### src/rtl/sc_rx_pkg.sv
package sc_rx_pkg;

  localparam int unsigned SC_DATA_W = 8;

  typedef enum logic [2:0] {
    ST_IDLE,
    ST_HUNT,
    ST_DATA,
    ST_STOP,
    ST_NWAIT,
    ST_NACK
  } sc_state_t;

  // True when data plus parity bit break the selected parity sense.
  function automatic logic parity_fault(input logic [SC_DATA_W:0] bits,
                                        input logic odd_sel);
    return (^bits) ^ odd_sel;
  endfunction

  // Fill-level interrupt; a zero threshold disables it.
  function automatic logic level_reached(input int unsigned count,
                                         input int unsigned thresh);
    return (thresh != 0) && (count >= thresh);
  endfunction

endpackage

### src/rtl/sc_tick_gen.sv
module sc_tick_gen #(
  parameter int unsigned OSR = 8,
  localparam int unsigned PH_W = $clog2(OSR),
  localparam int unsigned HALF = OSR / 2
) (
  input  logic clk,
  input  logic rst_n,
  input  logic async_mode,
  input  logic sclk_s,
  input  logic restart,
  output logic samp_tick,
  output logic half_tick
);

  logic [PH_W-1:0] phase;
  logic            sclk_q;

  always_ff @(posedge clk or negedge rst_n) begin
    if (!rst_n) begin
      phase  <= '0;
      sclk_q <= 1'b0;
    end else begin
      sclk_q <= sclk_s;
      if (restart || phase == PH_W'(OSR - 1)) phase <= '0;
      else                                    phase <= phase + 1'b1;
    end
  end

  // Async: sample at bit centre, boundary at phase wrap.
  // Synchronized: sample on rising, boundary on falling bit clock.
  assign samp_tick = async_mode ? (phase == PH_W'(HALF - 1)) : (sclk_s & ~sclk_q);
  assign half_tick = async_mode ? (phase == PH_W'(OSR - 1))  : (~sclk_s & sclk_q);

endmodule

### src/rtl/sc_frame_rx.sv
module sc_frame_rx
  import sc_rx_pkg::*;
#(
  parameter int unsigned NACK_HALVES = 3,
  localparam int unsigned NC_W = $clog2(NACK_HALVES + 1)
) (
  input  logic                 clk,
  input  logic                 rst_n,
  input  logic                 async_mode,
  input  logic                 proto_t1,
  input  logic                 odd_parity,
  input  logic                 rx_s,
  input  logic                 samp_tick,
  input  logic                 half_tick,
  output logic                 restart,
  output logic                 commit,
  output logic [SC_DATA_W-1:0] commit_data,
  output logic                 commit_perr,
  output logic                 nack_n
);

  sc_state_t         state;
  logic [3:0]        bitcnt;
  logic [SC_DATA_W:0] sreg;
  logic [NC_W-1:0]   ncnt;

  assign restart     = async_mode && (state == ST_IDLE) && !rx_s;
  assign commit      = (state == ST_STOP) && samp_tick;
  assign commit_data = sreg[SC_DATA_W-1:0];
  assign commit_perr = parity_fault(sreg, odd_parity);
  assign nack_n      = (state != ST_NACK);

  always_ff @(posedge clk or negedge rst_n) begin
    if (!rst_n) begin
      state  <= ST_IDLE;
      bitcnt <= '0;
      sreg   <= '0;
      ncnt   <= '0;
    end else begin
      unique case (state)
        ST_IDLE: begin
          if (async_mode) begin
            if (!rx_s) state <= ST_HUNT;
          end else if (samp_tick && !rx_s) begin
            state  <= ST_DATA;
            bitcnt <= '0;
          end
        end
        ST_HUNT: begin
          if (samp_tick) begin
            if (!rx_s) begin
              state  <= ST_DATA;
              bitcnt <= '0;
            end else begin
              state <= ST_IDLE;
            end
          end
        end
        ST_DATA: begin
          if (samp_tick) begin
            sreg <= {rx_s, sreg[SC_DATA_W:1]};
            if (bitcnt == 4'(SC_DATA_W)) state <= ST_STOP;
            else                         bitcnt <= bitcnt + 1'b1;
          end
        end
        ST_STOP: begin
          if (samp_tick) begin
            if (commit_perr && !proto_t1) state <= ST_NWAIT;
            else                          state <= ST_IDLE;
          end
        end
        ST_NWAIT: begin
          if (half_tick) begin
            state <= ST_NACK;
            ncnt  <= '0;
          end
        end
        ST_NACK: begin
          if (samp_tick || half_tick) begin
            if (ncnt == NC_W'(NACK_HALVES - 1)) state <= ST_IDLE;
            else                                ncnt  <= ncnt + 1'b1;
          end
        end
        default: state <= ST_IDLE;
      endcase
    end
  end

endmodule

### src/rtl/sc_rx_fifo.sv
module sc_rx_fifo #(
  parameter int unsigned DEPTH = 4,
  parameter int unsigned W     = 8,
  localparam int unsigned CNT_W = $clog2(DEPTH + 1),
  localparam int unsigned PTR_W = $clog2(DEPTH)
) (
  input  logic             clk,
  input  logic             rst_n,
  input  logic             push,
  input  logic [W-1:0]     push_data,
  input  logic             pop,
  output logic [W-1:0]     rd_data,
  output logic [CNT_W-1:0] count,
  output logic             full,
  output logic             dropped
);

  logic [W-1:0]     mem [DEPTH];
  logic [PTR_W-1:0] wr_ptr, rd_ptr;
  logic             do_pop, do_push;

  function automatic logic [PTR_W-1:0] bump(input logic [PTR_W-1:0] p);
    return (p == PTR_W'(DEPTH - 1)) ? '0 : p + 1'b1;
  endfunction

  assign full    = (count == CNT_W'(DEPTH));
  assign do_pop  = pop && (count != '0);
  assign do_push = push && (!full || do_pop);
  assign dropped = push && !do_push;
  assign rd_data = mem[rd_ptr];

  always_ff @(posedge clk) begin
    if (do_push) mem[wr_ptr] <= push_data;
  end

  always_ff @(posedge clk or negedge rst_n) begin
    if (!rst_n) begin
      wr_ptr <= '0;
      rd_ptr <= '0;
      count  <= '0;
    end else begin
      if (do_push) wr_ptr <= bump(wr_ptr);
      if (do_pop)  rd_ptr <= bump(rd_ptr);
      case ({do_push, do_pop})
        2'b10:   count <= count + 1'b1;
        2'b01:   count <= count - 1'b1;
        default: count <= count;
      endcase
    end
  end

endmodule

### src/rtl/smartcard_rx.sv
module smartcard_rx
  import sc_rx_pkg::*;
#(
  parameter int unsigned OSR         = 8,
  parameter int unsigned DEPTH       = 4,
  parameter int unsigned NACK_HALVES = 3,
  localparam int unsigned CNT_W = $clog2(DEPTH + 1)
) (
  input  logic                 clk,
  input  logic                 rst_n,
  input  logic                 async_mode,
  input  logic                 proto_t1,
  input  logic                 odd_parity,
  input  logic [CNT_W-1:0]     rx_thresh,
  input  logic                 sclk_in,
  input  logic                 rx_in,
  input  logic                 rd_en,
  input  logic                 perr_clr,
  output logic [SC_DATA_W-1:0] rd_data,
  output logic [CNT_W-1:0]     rx_count,
  output logic                 rx_full,
  output logic                 rx_irq,
  output logic                 ovr_irq,
  output logic                 perr_flag,
  output logic                 nack_n
);

  logic [1:0]           rx_sync, sclk_sync;
  logic                 samp_tick, half_tick, restart;
  logic                 commit_evt, commit_perr, drop_evt;
  logic [SC_DATA_W-1:0] commit_data;

  always_ff @(posedge clk or negedge rst_n) begin
    if (!rst_n) begin
      rx_sync   <= 2'b11;
      sclk_sync <= 2'b00;
    end else begin
      rx_sync   <= {rx_sync[0], rx_in};
      sclk_sync <= {sclk_sync[0], sclk_in};
    end
  end

  sc_tick_gen #(.OSR(OSR)) u_ticks (
    .clk        (clk),
    .rst_n      (rst_n),
    .async_mode (async_mode),
    .sclk_s     (sclk_sync[1]),
    .restart    (restart),
    .samp_tick  (samp_tick),
    .half_tick  (half_tick)
  );

  sc_frame_rx #(.NACK_HALVES(NACK_HALVES)) u_frame (
    .clk         (clk),
    .rst_n       (rst_n),
    .async_mode  (async_mode),
    .proto_t1    (proto_t1),
    .odd_parity  (odd_parity),
    .rx_s        (rx_sync[1]),
    .samp_tick   (samp_tick),
    .half_tick   (half_tick),
    .restart     (restart),
    .commit      (commit_evt),
    .commit_data (commit_data),
    .commit_perr (commit_perr),
    .nack_n      (nack_n)
  );

  sc_rx_fifo #(.DEPTH(DEPTH), .W(SC_DATA_W)) u_fifo (
    .clk       (clk),
    .rst_n     (rst_n),
    .push      (commit_evt),
    .push_data (commit_data),
    .pop       (rd_en),
    .rd_data   (rd_data),
    .count     (rx_count),
    .full      (rx_full),
    .dropped   (drop_evt)
  );

  assign rx_irq = level_reached(32'(rx_count), 32'(rx_thresh));

  always_ff @(posedge clk or negedge rst_n) begin
    if (!rst_n) begin
      ovr_irq   <= 1'b0;
      perr_flag <= 1'b0;
    end else begin
      ovr_irq <= drop_evt;
      if (commit_evt && commit_perr) perr_flag <= 1'b1;
      else if (perr_clr)             perr_flag <= 1'b0;
    end
  end

endmodule

### config.mk
export PLATFORM = sky130hd
export DESIGN_NAME = smartcard_rx
export DESIGN_NICKNAME = d
export VERILOG_FILES = /design/src/rtl/sc_rx_pkg.sv /design/src/rtl/sc_tick_gen.sv /design/src/rtl/sc_frame_rx.sv /design/src/rtl/sc_rx_fifo.sv /design/src/rtl/smartcard_rx.sv
export SDC_FILE = /design/constraint.sdc
export NUM_CORES = 1
export LEC_CHECK = 0
export ABC_AREA = 0
export BUFFER_PORTS_ARGS = -buffer_cell sky130_fd_sc_hd__buf_4
export CORE_AREA = 10 10 77 128
export CTS_BUF_LIST = sky130_fd_sc_hd__clkbuf_4 sky130_fd_sc_hd__clkbuf_8 sky130_fd_sc_hd__clkbuf_16
export DETAILED_ROUTE_END_ITERATION = 8
export DIE_AREA = 0 0 87 138
export SLEW_MARGIN = 20
export SYNTH_ARGS = -nofsm -noshare
export SYNTH_HDL_FRONTEND = slang
export SYNTH_SLANG_ARGS = --single-unit
export TNS_END_PERCENT = 10
### constraint.sdc
create_clock -name clk -period 5.7 [get_ports clk]
set_input_delay 0.57 -clock clk [delete_from_list [all_inputs] [get_ports clk]]
set_output_delay 0.57 -clock clk [all_outputs]
set_load 0.05 [all_outputs]
==> Word level (Yosys, flattened, before mapping) <==
Memory sizes are Yosys's and may differ from the RTL's.
Cells that the tools add are included.
{ "op_classes": {"n_addsub": 7, "order_cmp": 1, "eq_ne": 29, "muxes": 34, "bitwise_logic": 5, "reduce_logical": 29} }
{ "op_table": {"columns": ["cell", "count"], "rows": [
  ["$mux 3", 12],
  ["$mux 4", 6],
  ["$pmux 3 s6", 1],
  ["$ne 2x1->1 const B", 7],
  ["$eq 3x3->1 const B", 4],
  ["$mux 2", 6],
  ["$pmux 4 s3", 1],
  ["$logic_and 1x1->1", 10],
  ["$ne 2x2->1 const B", 5],
  ["$eq 3x2->1 const B", 3],
  ["$ne 3x3->1 const B", 3],
  ["$reduce_and 9->1", 1],
  ["$reduce_bool 3->1", 3],
  ["$reduce_xor 9->1", 1],
  ["$eq 2x2->1 const B", 4],
  ["$reduce_and 7->1", 1],
  ["$add 2x1->2 const B", 3],
  ["$add 3x1->3 const B", 2],
  ["$mux 1", 6],
  ["$pmux 3 s2", 1],
  ["$reduce_bool 2->1", 3],
  ["$add 4x1->4 const B", 1],
  ["$eq 4x4->1 const B", 1],
  ["$logic_not 1->1", 4],
  ["12 further kinds", 16]
]} }
{ "totals": {"ff_bits": 35, "ram_bits": 32, "input_bits": 12, "output_inout_bits": 16, "elab_cells": 119, "n_memories": 1} }
{ "mem_list": {"columns": ["name", "depth", "word_bits", "read_ports", "rd_clocked_by_memory_dff", "write_ports", "line", "text"], "rows": [
  ["u_fifo.mem", 4, 8, 1, 0, 1, "sc_rx_fifo.sv:18", "logic [W-1:0] mem [DEPTH];"]
]} }

==> Logic depth before layout (Yosys ltp) <==
Gate-level depths: netlist of run 1.
{ "depth": {"word_depth": 7, "ltp_mapped": 9, "depth_no_buf": 9} }

==> Cells and area by module <==
Synthesis of run 1 repeated with hierarchy kept, for this count alone.
{ "unflattened": {"cells_unflattened": 240, "area_unflattened_um2": 3260.6} }
{ "by_module_without_submodules": {"columns": ["mod", "n_inst", "cells_per_inst", "area_per_inst_um2", "seq_area_each_um2"], "rows": [
  ["sc_rx_fifo", 1, 92, 1682.9, 1136.1],
  ["sc_frame_rx", 1, 111, 1139.8, 450.4],
  ["smartcard_rx", 1, 20, 240.2, 152.6],
  ["sc_tick_gen", 1, 17, 197.7, 100.1]
]} }

==> Worst setup path after synthesis of run 1 <==
OpenSTA, ideal clock, no wires.
{ "synth_timing": {"path_kind": "reg2out", "start": "register u_fifo.count[0]", "end": "output port rx_irq", "arrival_ns": 2.049, "required_ns": 5.130, "slack_ns": 3.081, "path_stages_with_launch": 7, "path_buffers": 0, "path_cell_list": "dfrtp_1 inv_1 ha_1 nand2b_1 a21o_1 a21oi_1 nor2_1"} }
{ "synth_via": {"elab_chain_cells": 2} }
{ "synth_rtl": {"columns": ["item", "line", "text"], "rows": [
  ["from (decl)", "sc_rx_fifo.sv:13", "output logic [CNT_W-1:0] count,"],
  ["from (signal assigned)", "sc_rx_fifo.sv:45", "2'b10: count <= count + 1'b1;"],
  ["from (signal assigned)", "sc_rx_fifo.sv:46", "2'b01: count <= count - 1'b1;"],
  ["from (signal assigned)", "sc_rx_fifo.sv:47", "default: count <= count;"],
  ["$ge 3x3->1", "sc_rx_pkg.sv:23", "return (thresh != 0) && (count >= thresh);"],
  ["$logic_and 1x1->1", "sc_rx_pkg.sv:23", null],
  ["to (decl)", "smartcard_rx.sv:22", "output logic rx_irq,"]
]} }
No other way between the ends.

==> Worst setup path after layout of run 1 <==
Ends and elaborated chain as after synthesis.

==> results of run 1 <==
-- registers in the layout (all words and copies together), names as in the netlist, 3 cells and up --
name and count:
u_frame.state 3, u_frame.bitcnt 4, u_fifo.count 3, u_fifo.mem 32
u_frame.sreg 9, u_ticks.phase 3
-- routing by layer --
layer  share of wire  global-route usage  up-vias
met4           0.025              0.0677        0
met3           0.046              0.0335       12
met2            0.56               0.168       29
li1                -                   -      919
met1            0.37               0.106      909
met5               0                   0        -
-- critical path, cell delays in order, from the launching register on --
cell	delay (ns)
dfrtp_1	0.41
inv_1	0.16
ha_1	0.26
nand2b_1	0.15
a21o_1	0.17
a21oi_1	0.14
nor2_1	0.06
buf_4	0.19
-- path summary, 6_finish.rpt --
| kind | from | to | slack [ns] | cells past startpoint |
|---|---|---|---|---|
| min reg2reg | sclk_sync[0] | sclk_sync[1] | 0.34 | 0 |
| max reg2reg | u_ticks.phase[0] | u_fifo.count[2] | 3.52 | 9 |
| max | u_fifo.count[0] | rx_irq | 3.27 | 7 |
| min | rst_n | u_frame.bitcnt[0] | 0.19 | 1 |
| max in group asynchronous | rst_n | rx_sync[1] | 5.15 | 1 |
| min in group clk | sclk_sync[0] | sclk_sync[1] | 0.34 | 0 |
-- where the power goes --
part	total [W]	switching, W	internal [W]
sequential	0.000763	0.000143	0.000620
clock	0.000669	0.000199	0.000470
combinational	0.000753	0.000438	0.000315
-- layout make-up --
cell class              instances  area share
inverters                      14      0.0137
multi-input cells             147       0.332
repair buffers                 27      0.0527
clock buffers                   9      0.0585
well taps                      90      0.0293
clock inverters                 7      0.0364
flip-flops and latches         67       0.478
-- metrics by stage --
step	hold slack [ns]	std cells	worst slack, ns	power (W)	utilization
floorplan	0.274	234	3.08	0.00134	-
global placement	0.332	345	3.49	0.00153	0.447
detailed placement	0.336	345	3.45	0.00154	0.447
CTS	0.209	361	3.25	0.00222	0.493
global route	0.228	361	3.16	0.00233	0.493
finish	0.194	361	3.27	0.00219	0.493
-- logic make-up (layout without fill, tap and decap cells) --
logic type / Yosys count / in the layout / share of synthesized area
buffers and inverters: 20 / 57 / 0.0281
DFF: 67 / 67 / 0.574
xor gates and xnor gates: 11 / 11 / 0.0301
AOI/OAI and AO/OA: 36 / 36 / 0.0906
and+or+nand+nor: 63 / 63 / 0.112
muxes: 21 / 21 / 0.101
adders and majority gates: 16 / 16 / 0.0648
-- Yosys cell counts, drive strengths merged (6+ instances only) --
master  number
ha          15
edfxtp      32
nor2        15
mux2        11
xnor2       10
inv         14
a21oi        6
dfrtp       33
and3         7
nand2       11
mux4         8
o21ai       13
==> key figures, run 1 <==
Detailed routing
  – Routed wire length per instance: around 16 um
  – Total wire length: 5.68 mm
  – Pre-antenna DRT Iters: 6
  – Vias per std cell: about 5.2
  – Drt initial violations: 89
  – Antenna Nets Post-Route: 0
  – DR DRC count: 0
  – Vias: roughly 1900

Floorplanning
  – Initial core utilization: 0.411
  – Top Ports: 28
  – Die width: ~87 um
  – Die H: around 140 um
  – CORE AREA: a little under 8000 um^2
  – Core Rows: 43
  – Die ar.: between 10000 and 15000 um^2

Layout
  – Syn-to-layout area delta: 20.1%
  – Antenna cell count: 0
  – Design area: slightly below 4000 um^2
  – Nets@finish: 294
  – Commonest non-fill, non-tap cell in the layout: dfrtp_1
  – Filler cells: between 600 and 700
  – Sequential cell area: ~1800 um^2
  – Fraction of layout cells with a size suffix above 1: 0.292
  – Most frequent cells in the layout: dfrtp_1 (33), edfxtp_1 (32), buf_4 (27), nor2_1 (15), ha_1 (15)
  – Multi-input gate area: around 1300 um^2

Synthesis
  – Async SR Flop Fraction: 0.522
  – Synth Register Bits: 67
  – Dominant synthesized flop cell: dfrtp_1
  – Synth Warn #: 0
  – Syn Nets: 262
  – Largest area contributor in the netlist: edfxtp_1
  – Syn Inst Count: about 230
  – Post-synthesis cell area: roughly 3200 um^2
  – Sequential-to-total area share from yosys stat: 0.574
  – Area contributors post-synth: edfxtp_1 (30%), dfrtp_1 (26%), ha_1 (5.9%)
  – Post-synth top area share: 0.300
  – Unique masters post-synth: between 40 and 50
  – Syn Area/Cell: ~14 um^2
  – EDFF count, synth: 32

Worst setup path
  – Critical path data arrival time: between 1.5 and 2 ns
  – CP Capture Type: output port
  – Startpoint types: register
  – Critical Path RT: between 5 and 6 ns
  – Crit Path Max Fanout: 5
  – Setup CP Type: register to output port

Timing
  – RSZ-0062 raised after global routing: no
  – Setup tns final: 0 ns
  – Final setup vio count: 0
  – Max Slew Vio Count: 0
  – Fin crit period: 2.43 ns
  – Slew @ Worst Pin: around 0.6 ns
  – FMAX: approximately 400 MHz
  – Final hold vios: 0
  – Final period utilization: 0.426
  – Worst rel slew slack: 0.611
  – Clk_skew: about 0.0073 ns

Clock network
  – H-Tree Level Count: 3
  – CTS Buf Count: 9
  – Hold-fix buffers at CTS: 0
  – Resized cells post-CTS: 0
  – Setup repair bufs after CTS: 0
  – CTS tree: yes
  – Clk_lat worst skew: about 0.33 ns
  – Clock Path Buffers: 2
  – Worst-path clk slew: about 0.06 ns
  – Clk root buf: clkbuf_16
  – Clk sink count: 67

Power
  – Power Dens Cells: about 570 nW/um^2
  – Pleak: between 1.5 and 2 nW
  – VDD IR max: about 0.26 mV

GRT
  – Vias in the first global route: 1956
  – Grt ovf: 0
  – Largest net degree at the start of global routing: 36
  – First-pass GRT wire length: 9.52 mm
  – Initial antenna violation count: 0
  – All-Layer GR Usage: 0.102

Placement
  – Port Buffers: 27
  – Detailed placer's ending HPWL: ~4.2 mm
  – Gpl congestion: roughly 0.87
  – Post-Place Cell Area: approximately 3500 um^2

Job
  – MaxCap Viol Count: 0

Outcome
  – Status: complete, no violations

Min path
  – Worst min path class: input pin to asynchronous set/reset pin
Power figures use the tool's default switching activity.
==> run 2, diff against run 1 <==
Settings changed: ABC_AREA 0 to 1, CORE_AREA 10 10 77 128 to 10 10 78 129, DIE_AREA 0 0 87 138 to 0 0 88 139.
Clock period 5.7 ns to 2.2 ns, I/O delays scaled along.
==> key figures, run 2 <==
Outcome
  – Status: complete, no violations

Floorplanning
  – Die H: 139 um (+0.72%)
  – Core Rows: 43 (unchanged)
  – Initial core utilization: 0.415 (+0.00374)
  – Die width: 88 um (+1.1%)
  – CORE AREA: 7910 um^2 (+1.4%)
  – Die ar.: 12200 um^2 (+1.9%)
  – Top Ports: 28 (unchanged)

GRT
  – All-Layer GR Usage: 0.114 (+0.0113)
  – Initial antenna violation count: 0 (unchanged)
  – First-pass GRT wire length: 10.9 mm (+15%)
  – Largest net degree at the start of global routing: 36 (unchanged)
  – Vias in the first global route: 2397 (+23%)
  – Grt ovf: 0 (unchanged)

Timing
  – Setup tns final: 0 ns (unchanged)
  – Final hold vios: 0 (unchanged)
  – Final worst setup slack: 0.197 ns (-3.07 ns)
  – FMAX: ~500 MHz
  – Clk_skew: 0.00360 ns (-0.00368 ns)
  – Worst rel slew slack: 0.674 (+0.0635)
  – RSZ-0062 raised after global routing: no
  – Fin crit period: about 2.0 ns
  – Slew @ Worst Pin: 0.488 ns (-0.0958 ns)
  – Final period utilization: 0.910
  – Max Slew Vio Count: 0 (unchanged)
  – Final setup vio count: 0 (unchanged)
  – Hold Slack: 0.0708 ns (-0.123 ns)

Synthesis
  – Area contributors post-synth: edfxtp_1 (29%), dfrtp_1 (25%), nand2_1 (9.3%)
  – Syn Area/Cell: 9.32 um^2 (-32%)
  – Post-Synth XOR/XNOR Area: 0.00801 (-0.0220)
  – Largest family of logic cells by synthesized area: simple AND/OR/NAND/NOR gates
  – Sequential-to-total area share from yosys stat: 0.561 (-0.0129)
  – Largest area contributor in the netlist: edfxtp_1
  – Most common cell in the netlist: nand2_1
  – Syn Inst Count: 352 (+50%)
  – Post-synth top area share: 0.293 (-0.00675)
  – Async SR Flop Fraction: 0.522 (unchanged)
  – Unique masters post-synth: 33 (-33%)
  – Compound-gate portion of the synthesized area: 0.0973 (+0.00674)
  – Mux share of post-synthesis cell area: 0 (-0.101)
  – Synth Register Bits: 67 (unchanged)
  – Adder-cell area share of the yosys netlist: 0.0633 (-0.00146)
  – Synth Warn #: 0 (unchanged)
  – Syn Nets: 380 (+45%)
  – Post-synthesis cell area: 3280 um^2 (+2.3%)
  – EDFF count, synth: 32 (unchanged)
  – Simple-Gate Fraction of Synth Area: 0.205 (+0.0936)
  – Top post-synthesis cells by count: nand2_1 (81), inv_1 (45), nor2_1 (35)
  – Dominant synthesized flop cell: dfrtp_1

Worst setup path
  – Critical path data arrival time: 2.22 ns (+0.36 ns)
  – Startpoint types: register
  – CP Capture Type: register
  – Critical Path RT: 2.42 ns (-2.71 ns)
  – Crit Path Max Fanout: 4 (-1)
  – Setup CP Type: register to register

Power
  – Power Dens Cells: 1390 nW/um^2 (+140%)
  – VDD IR max: 0.534 mV (+110%)
  – Pleak: 1.81 nW (+13%)

Placement
  – Detailed placer's ending HPWL: 4.77 mm (+13%)
  – Gpl congestion: 0.777 (-11%)
  – Dpl cells: 472 (+37%)
  – Port Buffers: 27 (unchanged)
  – Post-Place Cell Area: 3630 um^2 (+4.2%)
  – Setup WS pre-CTS: 0.0777 ns (-3.37 ns)

Clock network
  – Clk_lat worst skew: 0.33 ns (about the same)
  – Clk sink count: 67 (unchanged)
  – Setup repair bufs after CTS: 0 (unchanged)
  – CTS tree: yes
  – Clk root buf: clkbuf_16
  – Clock Path Buffers: 2 (unchanged)
  – H-Tree Level Count: 3 (unchanged)
  – CTS Buf Count: 9 (unchanged)
  – Worst-path clk slew: 0.05 ns (about the same)

Detailed routing
  – Antenna Nets Post-Route: 0 (unchanged)
  – Vias: 2399 (+28%)
  – Routed wire length per instance: 12.9 um (-18%)
  – DR DRC count: 0 (unchanged)
  – Total wire length: 6.32 mm (+11%)
  – Drt initial violations: 142 (+60%)
  – Vias per std cell: 4.89 (-5.6%)
  – Pre-antenna DRT Iters: 4 (-2)

Layout
  – Commonest non-fill, non-tap cell in the layout: nand2_1
  – Nets@finish: 424 (+44%)
  – Design area: 3980 um^2 (+3.4%)
  – Syn-to-layout area delta: 21.3%
  – Fraction of layout cells with a size suffix above 1: 0.192 (-0.0995)
  – Antenna cell count: 0 (unchanged)
  – Max FFs per register: 32 (unchanged)
  – Most frequent cells in the layout: nand2_1 (80), inv_1 (45), nor2_1 (35), buf_4 (34), dfrtp_1 (33)
  – Largest Register: u_fifo.mem
  – Largest regs: u_fifo.mem x32, u_frame.sreg x9, u_frame.bitcnt x4
  – Post-route insts no fill: 491 (+36%)

Job
  – MaxCap Viol Count: 0 (unchanged)

Min path
  – Worst min path class: input pin to register
run 2: cell types whose count changed after synthesis, moves of 10 or more:
cell     delta
mux2_2     -11
nor2_1     +20
nand2_1    +70
inv_1      +31
o21ai_0    +22
nand3_1    +10
xnor2_1    -10
run 2: repair_timing:
action	in CTS	in global routing
endpoints found under the hold margin	35	0
resized for setup	0	2
setup endpoints to repair	0	1
hold buffers	3	0
run 2: path summary, 6_finish.rpt:
path	slack, ns	from	cells past startpoint	end
worst max-delay path	0.20	u_ticks.phase[0]	13	u_fifo.count[2]
worst min-delay path	0.07	rd_en	2	ovr_irq
worst max register to register	0.20	u_ticks.phase[0]	13	u_fifo.count[2]
worst min register to register	0.35	sclk_sync[0]	0	sclk_sync[1]
max in group asynchronous	1.47	rst_n	2	rx_sync[1]
min in group asynchronous	0.39	rst_n	2	u_frame.bitcnt[2]
run 2: power by group:
part	leakage [nW]	internal, W	switching [W]
registers	0.717	0.00156	0.000189
clock network	0.156	0.00102	0.000474
logic	0.936	0.000738	0.00155
run 2: critical path, stage by stage (launching register included):
cell,delay [ns]
dfrtp_1,0.38
ha_2,0.21
ha_1,0.18
nand2_1,0.07
nand2_2,0.08
nand2_2,0.08
nand2_2,0.09
fa_1,0.38
inv_1,0.09
nand3_1,0.10
o21ai_1,0.09
nand2_1,0.06
nand2_1,0.05
inv_1,0.03
run 2: area by class of cell:
class,instances,area (um^2)
clock buffers,12,248
fillers,718,3930
well taps,90,113
repair buffers,37,285
clock inverters,4,67.6
multi-input cells,229,1230
flip-flops and latches,67,1840
inverters,52,195
run 2: routing by layer:
metal | up-vias | GRT usage | share of wire
li1 | 1242 | - | -
met1 | 1110 | 0.112 | 0.37
met2 | 32 | 0.199 | 0.56
met3 | 15 | 0.0324 | 0.043
met4 | 0 | 0.0658 | 0.026
met5 | - | 0 | 0
run 2: per-stage QoR:
step           utilization  total power (W)
2_1_floorplan            -          0.00346
3_3_place_gp         0.459          0.00404
3_5_place_dp         0.459          0.00409
4_1_cts              0.502          0.00562
5_1_grt              0.503          0.00596
6_report             0.503          0.00553
run 2: cells by family after synthesis:
logic type / count (synthesis)
flip-flops: 67
AO/OA/AOI/OAI: 57
buffers and inverters: 56
AND/OR/NAND/NOR: 153
adder cells (fa/ha/maj): 16
XOR/XNOR: 3
